### config.mk
export PLATFORM = sky130hd
export DESIGN_NAME = sat_mac16
export DESIGN_NICKNAME = d
export VERILOG_FILES = /design/src/rtl/sat_mac16_pkg.sv /design/src/rtl/sat_mac16_ctrl.sv /design/src/rtl/sat_mac16_dp.sv /design/src/rtl/sat_mac16.sv
export SDC_FILE = /design/constraint.sdc
export NUM_CORES = 1
export LEC_CHECK = 0
export CAP_MARGIN = 5
export CORE_UTILIZATION = 45
export DETAILED_ROUTE_END_ITERATION = 12
export GPL_TIMING_DRIVEN = 0
export MAX_ROUTING_LAYER = met4
export PLACE_DENSITY = 0.66
export SLEW_MARGIN = 25
export SYNTH_ARGS = -nofsm -noshare
export SYNTH_HDL_FRONTEND = slang
export SYNTH_HIERARCHICAL = 1
export SYNTH_SLANG_ARGS = --single-unit
### constraint.sdc
create_clock -name clk -period 20 [get_ports clk]
set_clock_uncertainty 0.15 [all_clocks]
set_input_delay 6 -clock clk [delete_from_list [all_inputs] [get_ports clk]]
set_output_delay 6 -clock clk [all_outputs]
set_load 0.01 [all_outputs]
### src/rtl/sat_mac16_pkg.sv
package sat_mac16_pkg;

  // Strobes handed from control to datapath, already prioritised
  typedef struct packed {
    logic clr;   // zero both words
    logic ldHi;  // preload high word
    logic ldLo;  // preload low word
    logic acc;   // perform one multiply-accumulate
    logic sat;   // overflow policy for this accumulate
  } macStrobe_t;

endpackage

### src/rtl/sat_mac16_ctrl.sv
module sat_mac16_ctrl
  import sat_mac16_pkg::*;
(
  input  logic       clk,
  input  logic       rst_n,
  input  logic       opValid,
  input  logic       satMode,
  input  logic       accClear,
  input  logic       loadHi,
  input  logic       loadLo,
  output macStrobe_t strb
);

  logic anyLoad;

  always_comb begin
    anyLoad   = loadHi | loadLo;
    strb.clr  = accClear;
    strb.ldHi = loadHi & ~accClear;
    strb.ldLo = loadLo & ~accClear;
    strb.acc  = opValid & ~accClear & ~anyLoad;
    strb.sat  = satMode;
  end


  load_blocks_acc_chk: assert property (@(posedge clk) disable iff (!rst_n)
    (loadHi || loadLo) |-> !strb.acc);


  clear_overrides_chk: assert property (@(posedge clk) disable iff (!rst_n)
    accClear |-> (!strb.acc && !strb.ldHi && !strb.ldLo));

endmodule

### src/rtl/sat_mac16_dp.sv
module sat_mac16_dp
  import sat_mac16_pkg::*;
#(
  parameter int OP_W = 16
) (
  input  logic              clk,
  input  logic              rst_n,
  input  macStrobe_t        strb,
  input  logic [OP_W-1:0]   opA,
  input  logic [OP_W-1:0]   opB,
  input  logic [2*OP_W-1:0] loadHiData,
  input  logic [2*OP_W-1:0] loadLoData,
  output logic [2*OP_W-1:0] accHi,
  output logic [2*OP_W-1:0] accLo
);

  localparam int ACC_W = 2 * OP_W;
  localparam logic [ACC_W-1:0] MAX_POS = {1'b0, {(ACC_W-1){1'b1}}};
  localparam logic [ACC_W-1:0] MAX_NEG = {1'b1, {(ACC_W-1){1'b0}}};
  localparam logic [ACC_W-1:0] ONE     = {{(ACC_W-1){1'b0}}, 1'b1};

  logic signed [ACC_W-1:0] product;
  logic [ACC_W:0]          wideSum;
  logic [ACC_W-1:0]        rawSum;
  logic                    lowCarry;
  logic                    prodNeg;
  logic                    ovf;
  logic [ACC_W-1:0]        satLo, satHi;
  logic [ACC_W-1:0]        wrapHi;
  logic [ACC_W-1:0]        nextHi, nextLo;

  // Arithmetic core
  always_comb begin
    product  = $signed(opA) * $signed(opB);
    prodNeg  = product[ACC_W-1];
    wideSum  = {1'b0, accLo} + {1'b0, product};
    rawSum   = wideSum[ACC_W-1:0];
    lowCarry = wideSum[ACC_W];
    ovf      = (prodNeg == accLo[ACC_W-1]) && (rawSum[ACC_W-1] != prodNeg);

    // saturating policy: low word clamps, high word only gains the sticky bit
    satLo = ovf ? (prodNeg ? MAX_NEG : MAX_POS) : rawSum;
    satHi = ovf ? (accHi | ONE) : accHi;

    // wrapping policy: sign extension of product plus low carry
    wrapHi = accHi + {ACC_W{prodNeg}} + {{(ACC_W-1){1'b0}}, lowCarry};
  end

  // Next-state selection in priority order
  always_comb begin
    nextHi = accHi;
    nextLo = accLo;
    if (strb.clr) begin
      nextHi = '0;
      nextLo = '0;
    end else if (strb.ldHi || strb.ldLo) begin
      if (strb.ldHi) nextHi = loadHiData;
      if (strb.ldLo) nextLo = loadLoData;
    end else if (strb.acc) begin
      nextLo = strb.sat ? satLo : rawSum;
      nextHi = strb.sat ? satHi : wrapHi;
    end
  end

  always_ff @(posedge clk) begin
    if (!rst_n) begin
      accHi <= '0;
      accLo <= '0;
    end else begin
      accHi <= nextHi;
      accLo <= nextLo;
    end
  end


  sticky_hold_chk: assert property (@(posedge clk) disable iff (!rst_n)
    (strb.acc && strb.sat && !strb.clr && !strb.ldHi && accHi[0]) |=> accHi[0]);


  sat_hi_upper_chk: assert property (@(posedge clk) disable iff (!rst_n)
    (strb.acc && strb.sat && !strb.clr && !strb.ldHi && !strb.ldLo)
      |=> (accHi[ACC_W-1:1] == $past(accHi[ACC_W-1:1])));


  no_wrap_pos_chk: assert property (@(posedge clk) disable iff (!rst_n)
    (strb.acc && strb.sat && !strb.clr && !strb.ldLo && !prodNeg && !accLo[ACC_W-1])
      |=> !accLo[ACC_W-1]);


  no_wrap_neg_chk: assert property (@(posedge clk) disable iff (!rst_n)
    (strb.acc && strb.sat && !strb.clr && !strb.ldLo && prodNeg && accLo[ACC_W-1])
      |=> accLo[ACC_W-1]);


  clear_zero_chk: assert property (@(posedge clk) disable iff (!rst_n)
    strb.clr |=> (accHi == '0 && accLo == '0));


  idle_hold_chk: assert property (@(posedge clk) disable iff (!rst_n)
    (!strb.clr && !strb.ldHi && !strb.ldLo && !strb.acc)
      |=> ($stable(accHi) && $stable(accLo)));

endmodule

### src/rtl/sat_mac16.sv
module sat_mac16
  import sat_mac16_pkg::*;
#(
  parameter int OP_W = 16
) (
  input  logic              clk,
  input  logic              rst_n,
  input  logic              opValid,
  input  logic [OP_W-1:0]   opA,
  input  logic [OP_W-1:0]   opB,
  input  logic              satMode,
  input  logic              accClear,
  input  logic              loadHi,
  input  logic [2*OP_W-1:0] loadHiData,
  input  logic              loadLo,
  input  logic [2*OP_W-1:0] loadLoData,
  output logic [2*OP_W-1:0] accHi,
  output logic [2*OP_W-1:0] accLo
);

  macStrobe_t strb;

  sat_mac16_ctrl u_ctrl (
    .clk      (clk),
    .rst_n    (rst_n),
    .opValid  (opValid),
    .satMode  (satMode),
    .accClear (accClear),
    .loadHi   (loadHi),
    .loadLo   (loadLo),
    .strb     (strb)
  );

  sat_mac16_dp #(.OP_W(OP_W)) u_dp (
    .clk        (clk),
    .rst_n      (rst_n),
    .strb       (strb),
    .opA        (opA),
    .opB        (opB),
    .loadHiData (loadHiData),
    .loadLoData (loadLoData),
    .accHi      (accHi),
    .accLo      (accLo)
  );


  reset_zero_chk: assert property (@(posedge clk)
    !rst_n |=> (accHi == '0 && accLo == '0));

endmodule

======== After elaboration in Yosys (flattened, before gate mapping) ========
Index checks and enable logic that the tools add are counted.
word-level totals
  output and inout bits ................... 64
  word-level logic and storage cells ...... 39
  register bits ........................... 64
  bits of input ports ..................... 103
cells by class
  eq/ne operators ......................... 6
  multiply operators ...................... 1
  bitwise operators ....................... 8
  reductions and logical operators ........ 7
  add/subtract/negate cells ............... 3
  mux-type cells .......................... 11
operators with widths
  operator                                               number
  two-way mux 32 bit                                     10
  adder 32 x 32 -> 33 bit                                1
  adder 32 x 1 -> 32 bit                                 1
  adder 32 bit                                           1
  multiplier 16 x 16 -> 32 bit                           1
  inequality test 2 x 1 -> 1 bit, second input constant  3
  AND reduction 3 bit                                    2
  bitwise AND 1 bit                                      4
  inequality test 3 x 1 -> 1 bit, second input constant  1
  NOT 1 bit                                              3
  AND reduction 2 bit                                    1
  nonzero test 2 bit                                     1
  OR reduction 2 bit                                     1
  == test 1 bit                                          1
  logical AND 1 bit                                      1
  logical OR 1 bit                                       1
  two-way mux 1 bit                                      1
  inequality test 1 bit                                  1
  OR 1 bit                                               1

======== Longest topological paths before layout ========
  depth after elaboration ................. 8
  depth in mapped cells ................... 48
  depth with buffers taken out ............ 47

======== Cells and area by module ========
Netlist, hierarchy kept.
modules (own cells, without submodules)
  module          cells an instance  seq. area each (um2)  instances  area an instance (um2)
  sat_mac16_dp    1850               1281.2                1          15857.7
  sat_mac16_ctrl  5                  0.0                   1          45.0

======== Least setup slack after synthesis ========
OpenSTA, ideal clock, no wires.
  path type ............................... input to register
  start ................................... input opB[7]
  end ..................................... register u_dp.accHi[26]
  stages .................................. 45
  required time ........................... 19.724 ns
  arrival time ............................ 15.412 ns
  slack ................................... 4.312 ns
  setup time .............................. 0.126 ns
  buffers on the path ..................... 1
  cell sequence ........................... clkbuf_1 -> nand2_1 -> fa_1 -> inv_1 -> fa_1 -> inv_1 -> fa_1 -> inv_1 -> fa_1 -> fa_1 -> inv_1 -> fa_1 -> inv_1 -> ha_1 -> a211o_1 -> o2111ai_1 -> a31o_4 -> or2b_1 -> (+9 left out) -> o21ai_1 -> a311oi_1 -> a211o_1 -> a21o_1 -> a21o_1 -> fa_1 -> inv_1 -> fa_1 -> nor2b_1 -> o21bai_1 -> a41oi_1 -> o21ai_0 -> a21oi_1 -> o41ai_1 -> nor2b_1 -> mux2i_1 -> a311oi_1 -> a21oi_1
between the ends
  longest elaborated chain between the ends .. 6
  elaborated cells between the ends (all ways) .. 7
  those cells by class .................... add/sub: 3; mul: 1; mux: 3
RTL lines
  what                                                     RTL line                                source
  start: declaration                                       sat_mac16.sv:10                         input logic [OP_W-1:0] opB,
  multiplier 16 x 16 -> 32 bit (*)                         sat_mac16_dp.sv:34                      product = $signed(opA) * $signed(opB);
  adder 32 bit or adder 32 x 32 -> 33 bit (tied branches)  sat_mac16_dp.sv:46, sat_mac16_dp.sv:36
  adder 32 x 1 -> 32 bit (*)                               sat_mac16_dp.sv:46                      wrapHi = accHi + {ACC_W{prodNeg}} + {{(ACC_W-1){1'b0}}, lowCarry};
  two-way mux 32 bit (*)                                   sat_mac16_dp.sv:61                      nextHi = strb.sat ? satHi : wrapHi;
  two-way mux 32 bit (*)                                   sat_mac16_dp.sv:59                      end else if (strb.acc) begin
  two-way mux 32 bit (*)                                   sat_mac16_dp.sv:56                      end else if (strb.ldHi || strb.ldLo) begin
  end signal: assignment                                   sat_mac16_dp.sv:70                      accHi <= nextHi;
  end: declaration                                         sat_mac16_dp.sv:13                      output logic [2*OP_W-1:0] accHi,
Every way passes the cells marked *; elsewhere a longest branch is shown, timed or not. The select of a mux whose other input is x is not followed.
A chain may end at the register's enable or synchronous reset.

======== Worst setup path after layout ========
  start ................................... input opA[5]
  end ..................................... register u_dp.accHi[26]
between the ends
  longest elaborated chain between the ends .. 6
  elaborated cells between the ends (all ways) .. 7
  those cells by class .................... add/sub: 3; mul: 1; mux: 3
RTL lines
  what                                                     RTL line                                source
  start: declaration                                       sat_mac16.sv:9                          input logic [OP_W-1:0] opA,
  multiplier 16 x 16 -> 32 bit (*)                         sat_mac16_dp.sv:34
  adder 32 bit or adder 32 x 32 -> 33 bit (tied branches)  sat_mac16_dp.sv:46, sat_mac16_dp.sv:36
  adder 32 x 1 -> 32 bit (*)                               sat_mac16_dp.sv:46
  two-way mux 32 bit (*)                                   sat_mac16_dp.sv:61
  two-way mux 32 bit (*)                                   sat_mac16_dp.sv:59
  two-way mux 32 bit (*)                                   sat_mac16_dp.sv:56
Marks and branches as above.

==> impl_metrics.py <==
metrics = {
    "outcome": {
        "status": "finished, final reports clean",
    },
    "placement": {
        "dp_hpwl_um": 39200,
        "gp_congestion": 0.948,
        "place_area_um2": 18200,
        "dpl_worst_slack_ps": 1910,
        "io_buffers": 165,
    },
    "worst_hold_path": {
        "min_from": "u_dp/accLo[28]",
        "hp-class": "flip-flop to flip-flop",
        "min_path_cells": 2,
        "holdPathEnd": "u_dp/accLo[28]",
    },
    "die": {
        "row_count": 68,
        "initial_core_util_pct": 45.9,
        "dieWidth_um": 190,
        "num_io_pins": 167,
        "die_area_um2": 36100,
        "coreArea_um2": 34600,
        "die_y_um": 190,
    },
    "synth": {
        "ys_seq_elements": 64,
        "synth_nets": 2368,
        "synthTopCellsByArea": "fa_1 33%, ha_1 11%, dfxtp_1 8.1%",
        "synth.distinct_cells": 78,
        "ys_warn_count": 6,
        "synthTopCellsByCount": "318 x inv_1, 265 x fa_1, 200 x nand2_1, 145 x ha_1, 127 x and2_1",
        "synthCells": 1855,
        "syn_avg_cell_area_um2": 8.57,
        "synth_top_area_share_pct": 33.4,
        "synth_top_cell_by_area": "fa_1",
        "synthMostInstantiatedCell": "inv_1",
        "synth_flop_cell": "dfxtp_1",
        "synth_area_um2": 15900,
        "async_flop_share_pct": 0,
        "seq_area_frac_synth_pct": 8.06,
        "synth_edf_count": 0,
    },
    "setup_path": {
        "path_class": "input port to flip-flop",
        "worstReg2RegEnd": "u_dp/accHi[26]",
        "arrival_ps": 18170,
        "rr_worst_depth": 25,
        "rr_startpoint": "u_dp/accLo[0]",
        "crit_path_frequent_cell": "fa_1",
        "rrSetupSlack_ps": 12750,
        "critPathCaptureType": "flip-flop",
        "crit_path_start_kind": "input port",
        "max_stage_delay_ps": 790,
        "crit_required_ps": 20060,
        "path_max_fanout": 10,
        "critPathSlowestCell": "clkdlybuf4s50_1",
    },
    "drt": {
        "drtAntennaViolNets": 0,
        "first_pass_iters": 5,
        "drt_iter0_drc": 1016,
        "num_vias": 13844,
        "wirelength_um": 46400,
        "wire_per_inst_um": 18.6,
        "drc": 0,
        "vias_per_cell": 5.55,
    },
    "timing": {
        "maxSlewHeadroom_pct": 41.3,
        "setup_viol": 0,
        "finalCritPeriodShare_pct": 90.5,
        "fmax_mhz": 55.2,
        "drv_slew": 0,
        "finalSetupTns_ps": 0,
        "setup_ws_ps": 1890,
        "min_period_ps": 18110,
        "hold_violations": 0,
        "rsz0062_at_grt": "no",
        "worst_slew_pin_slew_ps": 877,
    },
    "job": {
        "drv_cap": 0,
    },
    "grt": {
        "grt_first_pass_wirelength_um": 73800,
        "antenna_found_initial": 4,
        "grt_max_degree": 24,
        "global_route.usage.met1_pct": 34.6,
        "busiest_layer": "met2",
        "grt.overflow.total": 0,
        "grt_use_met3_pct": 4.13,
        "grt_usage_pct": 27.2,
        "grt_pass1_vias": 13861,
        "met2_usage_pct": 44.2,
    },
    "clock_network": {
        "post_cts_buffers": 0,
        "cts_inserted_buffers": 9,
        "cts_tree": "yes",
        "cts-root-buf": "clkbuf_16",
        "path_clk_slew_ps": 60,
        "cts_max_level": 3,
        "clkSinkCount": 64,
        "cts_resized": 0,
        "cts-hold-fix-buffers": 0,
        "clkLatencyLatePin_ps": 330,
        "clock_path_buffers": 2,
    },
    "layout": {
        "nNetsFinal": 2545,
        "drive_above_1_share_pct": 2.60,
        "final_design_area_no_fill_um2": 18500,
        "syn2layout_area_growth_pct": 16.2,
        "final_util_pct": 53.4,
    },
}
cells in the final DEF, fill, tap and decap left out, types with 16 or more instances in the layout:
master             n
a21oi_1           93
xnor2_1           56
o21ai_0           57
dfxtp_1           64
xor2_1            27
clkdlybuf4s50_1  165
nand2b_1          16
nor2b_1           17
nor2_1            90
inv_1            318
ha_1             145
clkbuf_1          61
fa_1             265
a221oi_1          25
nand3_1           20
and2_1           127
a21o_1            35
nand2_1          200
o221ai_1          19
nor3_1            27
worst max path at each step:
| stage | slack, ps | start | cells past startpoint | end |
|---|---|---|---|---|
| 5_1_grt | 1330 | opA[7] | 46 | u_dp/accHi[30] |
| 6_report | 1890 | opA[5] | 45 | u_dp/accHi[26] |
| 3_3_place_gp | 1950 | opB[2] | 35 | u_dp/accHi[26] |
| 2_1_floorplan | 4310 | opB[7] | 45 | u_dp/accHi[26] |
| 4_1_cts | 2210 | opA[4] | 45 | u_dp/accHi[26] |
| 3_5_place_dp | 1910 | opA[7] | 46 | u_dp/accHi[26] |
area by class of cell:
cell class / count / area [um^2]
fillers: 3307 / 16100
multi-input cells: 1404 / 13100
repair buffers: 166 / 1680
flip-flops and latches: 64 / 1280
inverters: 318 / 1190
well taps: 455 / 569
plain buffers: 69 / 288
clock buffers: 9 / 225
clock inverters: 7 / 95.1
diodes: 4 / 10.0
sequential cells by signal, indices dropped and copies added, names as in the netlist:
name,cells
u_dp/accHi,32
u_dp/accLo,32
kinds of logic (layout without fill, tap and decap cells):
logic type,count (synthesis),after routing,share of synthesized area [%]
and+or+nand+nor,541,541,16.6
xor gates and xnor gates,84,84,4.72
adders and majority gates,410,410,44.8
other,0,4,0
buffers and inverters,387,569,9.32
AOI/OAI and AO/OA,365,365,16.3
DFF,64,64,8.06
muxes,4,4,0.252
metrics by stage:
stage	hold slack, ps	cells
2_1_floorplan	329	1855
3_3_place_gp	316	2475
3_5_place_dp	317	2476
4_1_cts	336	2492
5_1_grt	385	2496
6_report	333	2496
routing by layer:
| metal | part of all wire, % | wire (um) |
|---|---|---|
| met1 | 42 | 19700 |
| met2 | 49 | 22600 |
| met3 | 5.6 | 2620 |
| met4 | 3.2 | 1500 |
| met5 | 0 | 0 |
worst max-delay path, delay by kind of cell:
kind | cells | cell delay (ps)
multiplexers | 1 | 110
XOR/XNOR | 1 | 160
adder cells (fa/ha/maj) | 10 | 3920
AND/OR/NAND/NOR | 6 | 1060
buffers and inverters | 7 | 1670
AO/OA/AOI/OAI | 20 | 5200
Power is left out: the tool's default activity adds up to more than one toggle a clock period on the data nets, which glitch-free logic cannot reach.
